[config.mk]
export PLATFORM = sky130hd
export DESIGN_NAME = rr_shared_bus
export DESIGN_NICKNAME = d
export VERILOG_FILES = /design/src/rtl/rr_bus_pkg.sv /design/src/rtl/rr_bus_arbiter.sv /design/src/rtl/rr_bus_ctl.sv /design/src/rtl/rr_bus_route.sv /design/src/rtl/rr_shared_bus.sv
export SDC_FILE = /design/constraint.sdc
export NUM_CORES = 1
export LEC_CHECK = 0
export BUFFER_PORTS_ARGS = -buffer_cell sky130_fd_sc_hd__buf_2
export CAP_MARGIN = 20
export CORE_AREA = 3 3 125 127
export DETAILED_ROUTE_END_ITERATION = 8
export DIE_AREA = 0 0 128 130
export GPL_ROUTABILITY_DRIVEN = 0
export PLACE_DENSITY = 0.56
export SLEW_MARGIN = 15
export SYNTH_ARGS = -nofsm -noshare
export SYNTH_HDL_FRONTEND = slang
export SYNTH_HIERARCHICAL = 1
export SYNTH_SLANG_ARGS = --single-unit
[constraint.sdc]
create_clock -name clk -period 2.85 [get_ports clk]
set_clock_uncertainty 0.2 [all_clocks]
set_input_delay 0.4275 -clock clk [delete_from_list [all_inputs] [get_ports clk]]
set_output_delay 0.4275 -clock clk [all_outputs]
set_load 0.01 [all_outputs]
[src/rtl/rr_bus_pkg.sv]
package rr_bus_pkg;

  typedef enum logic [2:0] {
    BS_IDLE,
    BS_REQ,
    BS_LISTEN,
    BS_ACK,
    BS_ERR,
    BS_WBEAT,
    BS_RSTROBE,
    BS_RRET
  } bus_state_e;

  // A beat counter has reached the final beat when it equals the coded length.
  function automatic logic beat_is_last(input logic [7:0] cnt, input logic [7:0] blen_code);
    return cnt == blen_code;
  endfunction

endpackage

[src/rtl/rr_bus_arbiter.sv]
module rr_bus_arbiter #(
  parameter int NM = 2,
  localparam int IW = (NM > 1) ? $clog2(NM) : 1
) (
  input  logic          clk,
  input  logic          rst_n,
  input  logic [NM-1:0] req,
  input  logic          take,
  output logic [IW-1:0] gnt_idx,
  output logic          any_req
);

  logic [IW-1:0] last_gnt;

  // Scans from the master after last; last itself is the lowest priority.
  function automatic logic [IW-1:0] rr_pick(input logic [NM-1:0] r, input logic [IW-1:0] last);
    logic [IW-1:0] pick;
    int idx;
    pick = last;
    for (int off = NM; off >= 1; off--) begin
      idx = int'(last) + off;
      if (idx >= NM) idx = idx - NM;
      if (r[idx]) pick = IW'(idx);
    end
    return pick;
  endfunction

  assign any_req = |req;
  assign gnt_idx = rr_pick(req, last_gnt);

  always_ff @(posedge clk or negedge rst_n) begin
    if (!rst_n) last_gnt <= IW'(NM - 1);
    else if (take) last_gnt <= gnt_idx;
  end

  AST_GNT_IS_REQUESTER: assert property (@(posedge clk) disable iff (!rst_n)
    take |-> req[gnt_idx]);
  AST_RR_NO_REPEAT: assert property (@(posedge clk) disable iff (!rst_n)
    (take && ($countones(req) > 1)) |-> (gnt_idx != last_gnt));

endmodule

[src/rtl/rr_bus_ctl.sv]
module rr_bus_ctl
  import rr_bus_pkg::*;
#(
  parameter int BLW     = 4,
  parameter int REQ_CYC = 2,
  parameter int TIMEOUT = 4,
  localparam int TMAX = (REQ_CYC > TIMEOUT) ? REQ_CYC : TIMEOUT,
  localparam int TW   = $clog2(TMAX + 1)
) (
  input  logic           clk,
  input  logic           rst_n,
  input  logic           any_req,
  input  logic           any_ack,
  input  logic           lat_write,
  input  logic [BLW-1:0] lat_blen,
  output logic           take,
  output logic           busy,
  output logic           req_ph,
  output logic           ack_cap,
  output logic           ack_ph,
  output logic           err_ph,
  output logic           wr_beat,
  output logic           rd_strobe,
  output logic           rd_beat
);

  bus_state_e st, st_nx;
  logic [TW-1:0]  tcnt, tcnt_nx;
  logic [BLW-1:0] bcnt, bcnt_nx;
  logic last_beat;

  assign last_beat = beat_is_last(8'(bcnt), 8'(lat_blen));

  always_comb begin
    st_nx   = st;
    tcnt_nx = tcnt;
    bcnt_nx = bcnt;
    unique case (st)
      BS_IDLE: if (any_req) begin
        st_nx   = BS_REQ;
        tcnt_nx = '0;
      end
      BS_REQ: begin
        if (tcnt == TW'(REQ_CYC - 1)) begin
          st_nx   = BS_LISTEN;
          tcnt_nx = '0;
        end else tcnt_nx = tcnt + 1'b1;
      end
      BS_LISTEN: begin
        if (any_ack) st_nx = BS_ACK;
        else if (tcnt == TW'(TIMEOUT - 1)) st_nx = BS_ERR;
        else tcnt_nx = tcnt + 1'b1;
      end
      BS_ACK: begin
        bcnt_nx = '0;
        st_nx   = lat_write ? BS_WBEAT : BS_RSTROBE;
      end
      BS_ERR: st_nx = BS_IDLE;
      BS_WBEAT: begin
        if (last_beat) st_nx = BS_IDLE;
        else bcnt_nx = bcnt + 1'b1;
      end
      BS_RSTROBE: st_nx = BS_RRET;
      BS_RRET: begin
        if (last_beat) st_nx = BS_IDLE;
        else begin
          bcnt_nx = bcnt + 1'b1;
          st_nx   = BS_RSTROBE;
        end
      end
      default: st_nx = BS_IDLE;
    endcase
  end

  always_ff @(posedge clk or negedge rst_n) begin
    if (!rst_n) begin
      st   <= BS_IDLE;
      tcnt <= '0;
      bcnt <= '0;
    end else begin
      st   <= st_nx;
      tcnt <= tcnt_nx;
      bcnt <= bcnt_nx;
    end
  end

  assign take      = (st == BS_IDLE) && any_req;
  assign busy      = (st != BS_IDLE);
  assign req_ph    = (st == BS_REQ);
  assign ack_cap   = (st == BS_LISTEN) && any_ack;
  assign ack_ph    = (st == BS_ACK);
  assign err_ph    = (st == BS_ERR);
  assign wr_beat   = (st == BS_WBEAT);
  assign rd_strobe = (st == BS_RSTROBE);
  assign rd_beat   = (st == BS_RRET);

  AST_ONE_PHASE: assert property (@(posedge clk) disable iff (!rst_n)
    $onehot0({req_ph, ack_ph, err_ph, wr_beat, rd_strobe, rd_beat}));
  AST_REQ_TWO_PLUS: assert property (@(posedge clk) disable iff (!rst_n)
    $rose(req_ph) |=> req_ph);
  AST_ACK_FOLLOWS_SERVANT: assert property (@(posedge clk) disable iff (!rst_n)
    ack_ph |-> $past(any_ack));
  AST_ACK_SINGLE: assert property (@(posedge clk) disable iff (!rst_n)
    ack_ph |=> !ack_ph);
  AST_ERR_ENDS: assert property (@(posedge clk) disable iff (!rst_n)
    err_ph |=> (!err_ph && !wr_beat && !rd_strobe && !rd_beat));
  AST_RD_PAIRED: assert property (@(posedge clk) disable iff (!rst_n)
    rd_strobe |=> rd_beat);

endmodule

[src/rtl/rr_bus_route.sv]
module rr_bus_route #(
  parameter int NM  = 2,
  parameter int NS  = 2,
  parameter int AW  = 32,
  parameter int DW  = 32,
  parameter int BLW = 4,
  localparam int IW = (NM > 1) ? $clog2(NM) : 1,
  localparam int SW = (NS > 1) ? $clog2(NS) : 1
) (
  input  logic             clk,
  input  logic             rst_n,
  input  logic             take,
  input  logic             busy,
  input  logic [IW-1:0]    gnt_idx,
  input  logic [NM-1:0]    m_write,
  input  logic [NM*AW-1:0] m_addr,
  input  logic [NM*BLW-1:0] m_blen,
  input  logic [NM*DW-1:0] m_wdata,
  input  logic             ack_cap,
  input  logic [NS-1:0]    s_ack,
  input  logic [NS*DW-1:0] s_rdata,
  input  logic             ack_ph,
  input  logic             err_ph,
  input  logic             wr_beat,
  input  logic             rd_beat,
  output logic             lat_write,
  output logic [BLW-1:0]   lat_blen,
  output logic [AW-1:0]    lat_addr,
  output logic [DW-1:0]    s_wdata,
  output logic [DW-1:0]    m_rdata,
  output logic [NM-1:0]    m_ack,
  output logic [NM-1:0]    m_err,
  output logic [NM-1:0]    m_wtake,
  output logic [NM-1:0]    m_rvalid
);

  logic [IW-1:0] gnt_q;
  logic [SW-1:0] sidx_q;

  function automatic logic [SW-1:0] first_ack(input logic [NS-1:0] a);
    logic [SW-1:0] r;
    r = '0;
    for (int j = NS - 1; j >= 0; j--) if (a[j]) r = SW'(j);
    return r;
  endfunction

  always_ff @(posedge clk or negedge rst_n) begin
    if (!rst_n) begin
      gnt_q     <= '0;
      lat_write <= 1'b0;
      lat_blen  <= '0;
      lat_addr  <= '0;
      sidx_q    <= '0;
    end else begin
      if (take) begin
        gnt_q     <= gnt_idx;
        lat_write <= m_write[gnt_idx];
        lat_blen  <= m_blen[gnt_idx*BLW +: BLW];
        lat_addr  <= m_addr[gnt_idx*AW +: AW];
      end
      if (ack_cap) sidx_q <= first_ack(s_ack);
    end
  end

  for (genvar i = 0; i < NM; i++) begin : g_mout
    assign m_ack[i]    = ack_ph  && (gnt_q == IW'(i));
    assign m_err[i]    = err_ph  && (gnt_q == IW'(i));
    assign m_wtake[i]  = wr_beat && (gnt_q == IW'(i));
    assign m_rvalid[i] = rd_beat && (gnt_q == IW'(i));
  end

  assign s_wdata = wr_beat ? m_wdata[gnt_q*DW +: DW] : '0;
  assign m_rdata = rd_beat ? s_rdata[sidx_q*DW +: DW] : '0;

  AST_ACK_ONE_MASTER: assert property (@(posedge clk) disable iff (!rst_n)
    $onehot0(m_ack | m_err));
  AST_GRANT_HELD: assert property (@(posedge clk) disable iff (!rst_n)
    busy |=> $stable(gnt_q));
  AST_ERR_NO_DATA: assert property (@(posedge clk) disable iff (!rst_n)
    (|m_err) |-> (m_wtake == '0 && m_rvalid == '0));

endmodule

[src/rtl/rr_shared_bus.sv]
module rr_shared_bus #(
  parameter int NM      = 2,
  parameter int NS      = 2,
  parameter int AW      = 32,
  parameter int DW      = 32,
  parameter int BLW     = 4,
  parameter int REQ_CYC = 2,
  parameter int TIMEOUT = 4,
  localparam int IW = (NM > 1) ? $clog2(NM) : 1
) (
  input  logic              clk,
  input  logic              rst_n,
  input  logic [NM-1:0]     m_req,
  input  logic [NM-1:0]     m_write,
  input  logic [NM*AW-1:0]  m_addr,
  input  logic [NM*BLW-1:0] m_blen,
  input  logic [NM*DW-1:0]  m_wdata,
  output logic [NM-1:0]     m_ack,
  output logic [NM-1:0]     m_err,
  output logic [NM-1:0]     m_wtake,
  output logic [NM-1:0]     m_rvalid,
  output logic [DW-1:0]     m_rdata,
  output logic              s_req,
  output logic [AW-1:0]     s_addr,
  output logic              s_write,
  output logic [BLW-1:0]    s_blen,
  output logic              s_wvalid,
  output logic [DW-1:0]     s_wdata,
  output logic              s_rstrobe,
  input  logic [NS-1:0]     s_ack,
  input  logic [NS*DW-1:0]  s_rdata
);

  logic [IW-1:0]  gnt_idx;
  logic           any_req, take, busy, req_ph, ack_cap, ack_ph, err_ph;
  logic           wr_beat, rd_strobe, rd_beat, lat_write;
  logic [BLW-1:0] lat_blen;
  logic [AW-1:0]  lat_addr;

  rr_bus_arbiter #(.NM(NM)) u_arb (
    .clk(clk), .rst_n(rst_n), .req(m_req), .take(take),
    .gnt_idx(gnt_idx), .any_req(any_req)
  );

  rr_bus_ctl #(.BLW(BLW), .REQ_CYC(REQ_CYC), .TIMEOUT(TIMEOUT)) u_ctl (
    .clk(clk), .rst_n(rst_n), .any_req(any_req), .any_ack(|s_ack),
    .lat_write(lat_write), .lat_blen(lat_blen),
    .take(take), .busy(busy), .req_ph(req_ph), .ack_cap(ack_cap),
    .ack_ph(ack_ph), .err_ph(err_ph), .wr_beat(wr_beat),
    .rd_strobe(rd_strobe), .rd_beat(rd_beat)
  );

  rr_bus_route #(.NM(NM), .NS(NS), .AW(AW), .DW(DW), .BLW(BLW)) u_route (
    .clk(clk), .rst_n(rst_n), .take(take), .busy(busy), .gnt_idx(gnt_idx),
    .m_write(m_write), .m_addr(m_addr), .m_blen(m_blen), .m_wdata(m_wdata),
    .ack_cap(ack_cap), .s_ack(s_ack), .s_rdata(s_rdata),
    .ack_ph(ack_ph), .err_ph(err_ph), .wr_beat(wr_beat), .rd_beat(rd_beat),
    .lat_write(lat_write), .lat_blen(lat_blen), .lat_addr(lat_addr),
    .s_wdata(s_wdata), .m_rdata(m_rdata),
    .m_ack(m_ack), .m_err(m_err), .m_wtake(m_wtake), .m_rvalid(m_rvalid)
  );

  assign s_req     = req_ph;
  assign s_addr    = lat_addr;
  assign s_write   = lat_write;
  assign s_blen    = lat_blen;
  assign s_wvalid  = wr_beat;
  assign s_rstrobe = rd_strobe;

  AST_WRITE_DIR: assert property (@(posedge clk) disable iff (!rst_n)
    s_wvalid |-> s_write);
  AST_READ_DIR: assert property (@(posedge clk) disable iff (!rst_n)
    (s_rstrobe || (|m_rvalid)) |-> !s_write);
  AST_REQ_STABLE: assert property (@(posedge clk) disable iff (!rst_n)
    (s_req && $past(s_req)) |-> ($stable(s_addr) && $stable(s_blen)));

endmodule

==> metrics.md <==
| Metric | Value |
|---|---|
| Die ar. | `16600 sq um` |
| DRT antenna net count | `0` |
| Crit-path max FO | `35` |
| Yosys warns | `6` |
| Synth Instances | `404` |
| Final instance area | `5730 sq um` |
| Worst-path clk slew | `70 ps` |
| DP Wirelength | `10700 microns` |
| Post-CTS Setup Repair Bufs | `0` |
| Port buffer count | `319` |
| RSZ-0062 raised after global routing | `no` |
| Share of layout cells above drive strength 1 | `0.490` |
| Fillers | `1548` |
| EDFF count, synth | `0` |
| Clock sink count | `50` |
| TritonCTS clock tree | `done` |
| Final setup violation count | `0` |
| Least-Margin Pin Slew | `658 ps` |
| CTS root buf | `clkbuf_16` |
| Pre-CTS setup slack | `600 ps` |
| DR DRC count | `0` |
| Largest net degree at the start of global routing | `41` |
| Total length of routed wires | `12900 microns` |
| Vias | `3937` |
| Antenna violations before repair | `2` |
| Clock insertion delay at the later pin of the skew report | `290 ps` |
| Layout Utilization | `0.394` |
| Max rail drop VDD | `0.499 mV` |
| Maximum clock path buffer count | `2` |
| CP Capture Type | `output pin` |
| Setup crit start kind | `register` |
| Syn_nets | `616` |
| WP data arrival | `1820 ps` |
| Status | `finished, final reports clean` |
| Max Slew Vio Count | `0` |
| Synth Register Bits | `50` |
| Die Y | `130 microns` |
| Final setup margin | `398 ps` |
| Max-Cap Viols | `0` |
| Nets | `925` |
| Synth cell types | `40` |
| Min Tclk post-route | `2450 ps` |
| PostCTS Resize Cnt | `0` |
| Critical path class | `reg2out` |
| Area grow syn2layout | `53.7%` |
| Final period util | `0.860` |
| First-pass GRT wire length | `18700 microns` |
| GRT Util Overall | `0.140` |
| Core region area | `14500 sq um` |
| Register area share after synthesis | `0.336` |
| Placed standard-cell area | `5520 sq um` |
| Leak | `3.12 nW` |
| Total grt overflow | `0` |
| CP Data Required Time | `2220 ps` |
| Fin. Hold Viols | `0` |
| Pre-Repair DR Iteration Count | `4` |
| Asr flop ratio synth | `1.00` |
| Pwr Density | `848 nW/um^2` |
| Num CTS Buffers | `5` |
| Syn Std Cell Area | `3730 sq um` |
| Via/cell ratio | `4.37` |
| FP Rows | `44` |
| Hold WC Path Type | `in2reg` |
| Ys flop type | `dfrtp_1` |
| H-tree level count | `2` |
| Hold buffers post-CTS | `1` |
| Final Non-Filler Cells | `900` |
| Vias in the first global route | `3702` |
| Fin Setup TNS | `0 ps` |
| I/O pin count | `320` |
| Slew headroom | `0.561` |
| Initial core utilization | `0.256` |
| Placed cells | `889` |
| DRT iter0 DRCs | `118` |
| Routed wire per std cell | `14.3 microns` |
| Max Freq | `408 MHz` |
| Die width | `128 microns` |
| Synth Area per Inst | `9.23 sq um` |
[registers in the layout, summed over array words and instances, names as in the netlist]
signal and cells:
u_route/lat_addr 32, u_arb/last_gnt 1, u_route/lat_write 1, u_ctl/st 3
u_route/gnt_q 1, u_ctl/tcnt 3, u_ctl/bcnt 4, u_route/lat_blen 4
u_route/sidx_q 1
[Yosys cell counts, types with 3 or more instances]
master	n	area share
ha_1	4	0.013
inv_1	7	0.0071
mux2i_1	105	0.28
dfrtp_1	49	0.33
a21oi_1	41	0.055
and2_1	4	0.0067
nand2_1	11	0.011
nor2_1	42	0.042
buf_6	5	0.015
nand3_1	3	0.0040
xnor2_1	4	0.0094
nor2b_1	69	0.12
buf_4	4	0.0081
o21ai_1	4	0.0054
buf_2	9	0.012
clkbuf_1	11	0.011
[worst paths after layout]
path,startpoint,end,slack (ps),depth (start not counted)
setup / recovery,u_ctl/st[2],s_wdata[8],400,5
hold / removal,m_req[0],u_arb/last_gnt,140,2
setup reg to reg,u_ctl/tcnt[0],u_ctl/tcnt[1],640,6
hold reg to reg,u_ctl/bcnt[3],u_ctl/bcnt[3],300,1
max in group asynchronous,rst_n,u_arb/last_gnt,1250,3
min in group asynchronous,rst_n,u_route/lat_addr[29],500,2
[routing by layer]
layer	track usage	vias to the layer above	wire, microns
li1	-	2007	-
met1	0.177	1720	5210
met2	0.240	202	6320
met3	0.0311	8	1220
met4	0.0418	0	163
met5	0	-	0
[metrics by stage]
| stage | hold WS, ps | power, mW |
|---|---|---|
| after global routing | 139 | 5.27 |
| after global placement | 282 | 4.11 |
| after detailed placement | 288 | 4.13 |
| after CTS | 126 | 4.93 |
| after floorplan | -68.1 | 3.17 |
| final | 137 | 4.86 |
[final cells by class]
cell class                      count  area [sq um]  share of cell area
Antenna cell                        2          5.00            0.000874
Clock inverter                      3          68.8              0.0120
Timing Repair Buffer              333          1750               0.306
Inverter                            7          26.3             0.00459
Clock buffer                        5           125              0.0218
Tap cell                          184           230              0.0402
Sequential cell                    50          1250               0.219
Multi-Input combinational cell    316          2260               0.395
[cells in the final DEF (no fill, tap or decap), drive strengths merged, types with 5 or more instances in the layout]
master	Yosys	final
buf	20	332
mux2i	105	105
nor2b	69	69
dfrtp	49	49
nor2	42	42
a21oi	41	41
nand2	11	11
inv	7	7
o21ai	6	6
clkbuf	11	5
[logic make-up (layout without fill, tap and decap cells)]
| logic type | Yosys count | in the layout | synth area share |
|---|---|---|---|
| fa+ha+maj | 4 | 4 | 0.0134 |
| buf+inv | 38 | 348 | 0.0628 |
| other cells | 0 | 2 | 0 |
| mux | 106 | 106 | 0.285 |
| xor+xnor | 4 | 4 | 0.00940 |
| simple gates | 146 | 146 | 0.210 |
| flops | 50 | 50 | 0.336 |
| compound gates | 56 | 56 | 0.0829 |
[report_power, final]
group / switching, mW / internal, mW
Sequential: 0.338 / 1.06
Clock: 0.269 / 0.504
Combinational: 1.39 / 1.30
[critical path, cell delays in order, from the launching register on]
cell	delay [ps]
dfrtp_1	590
nand2_1	210
nor2_2	110
buf_4	280
nor2b_1	180
buf_2	150
(Power assumes the default switching activity.)
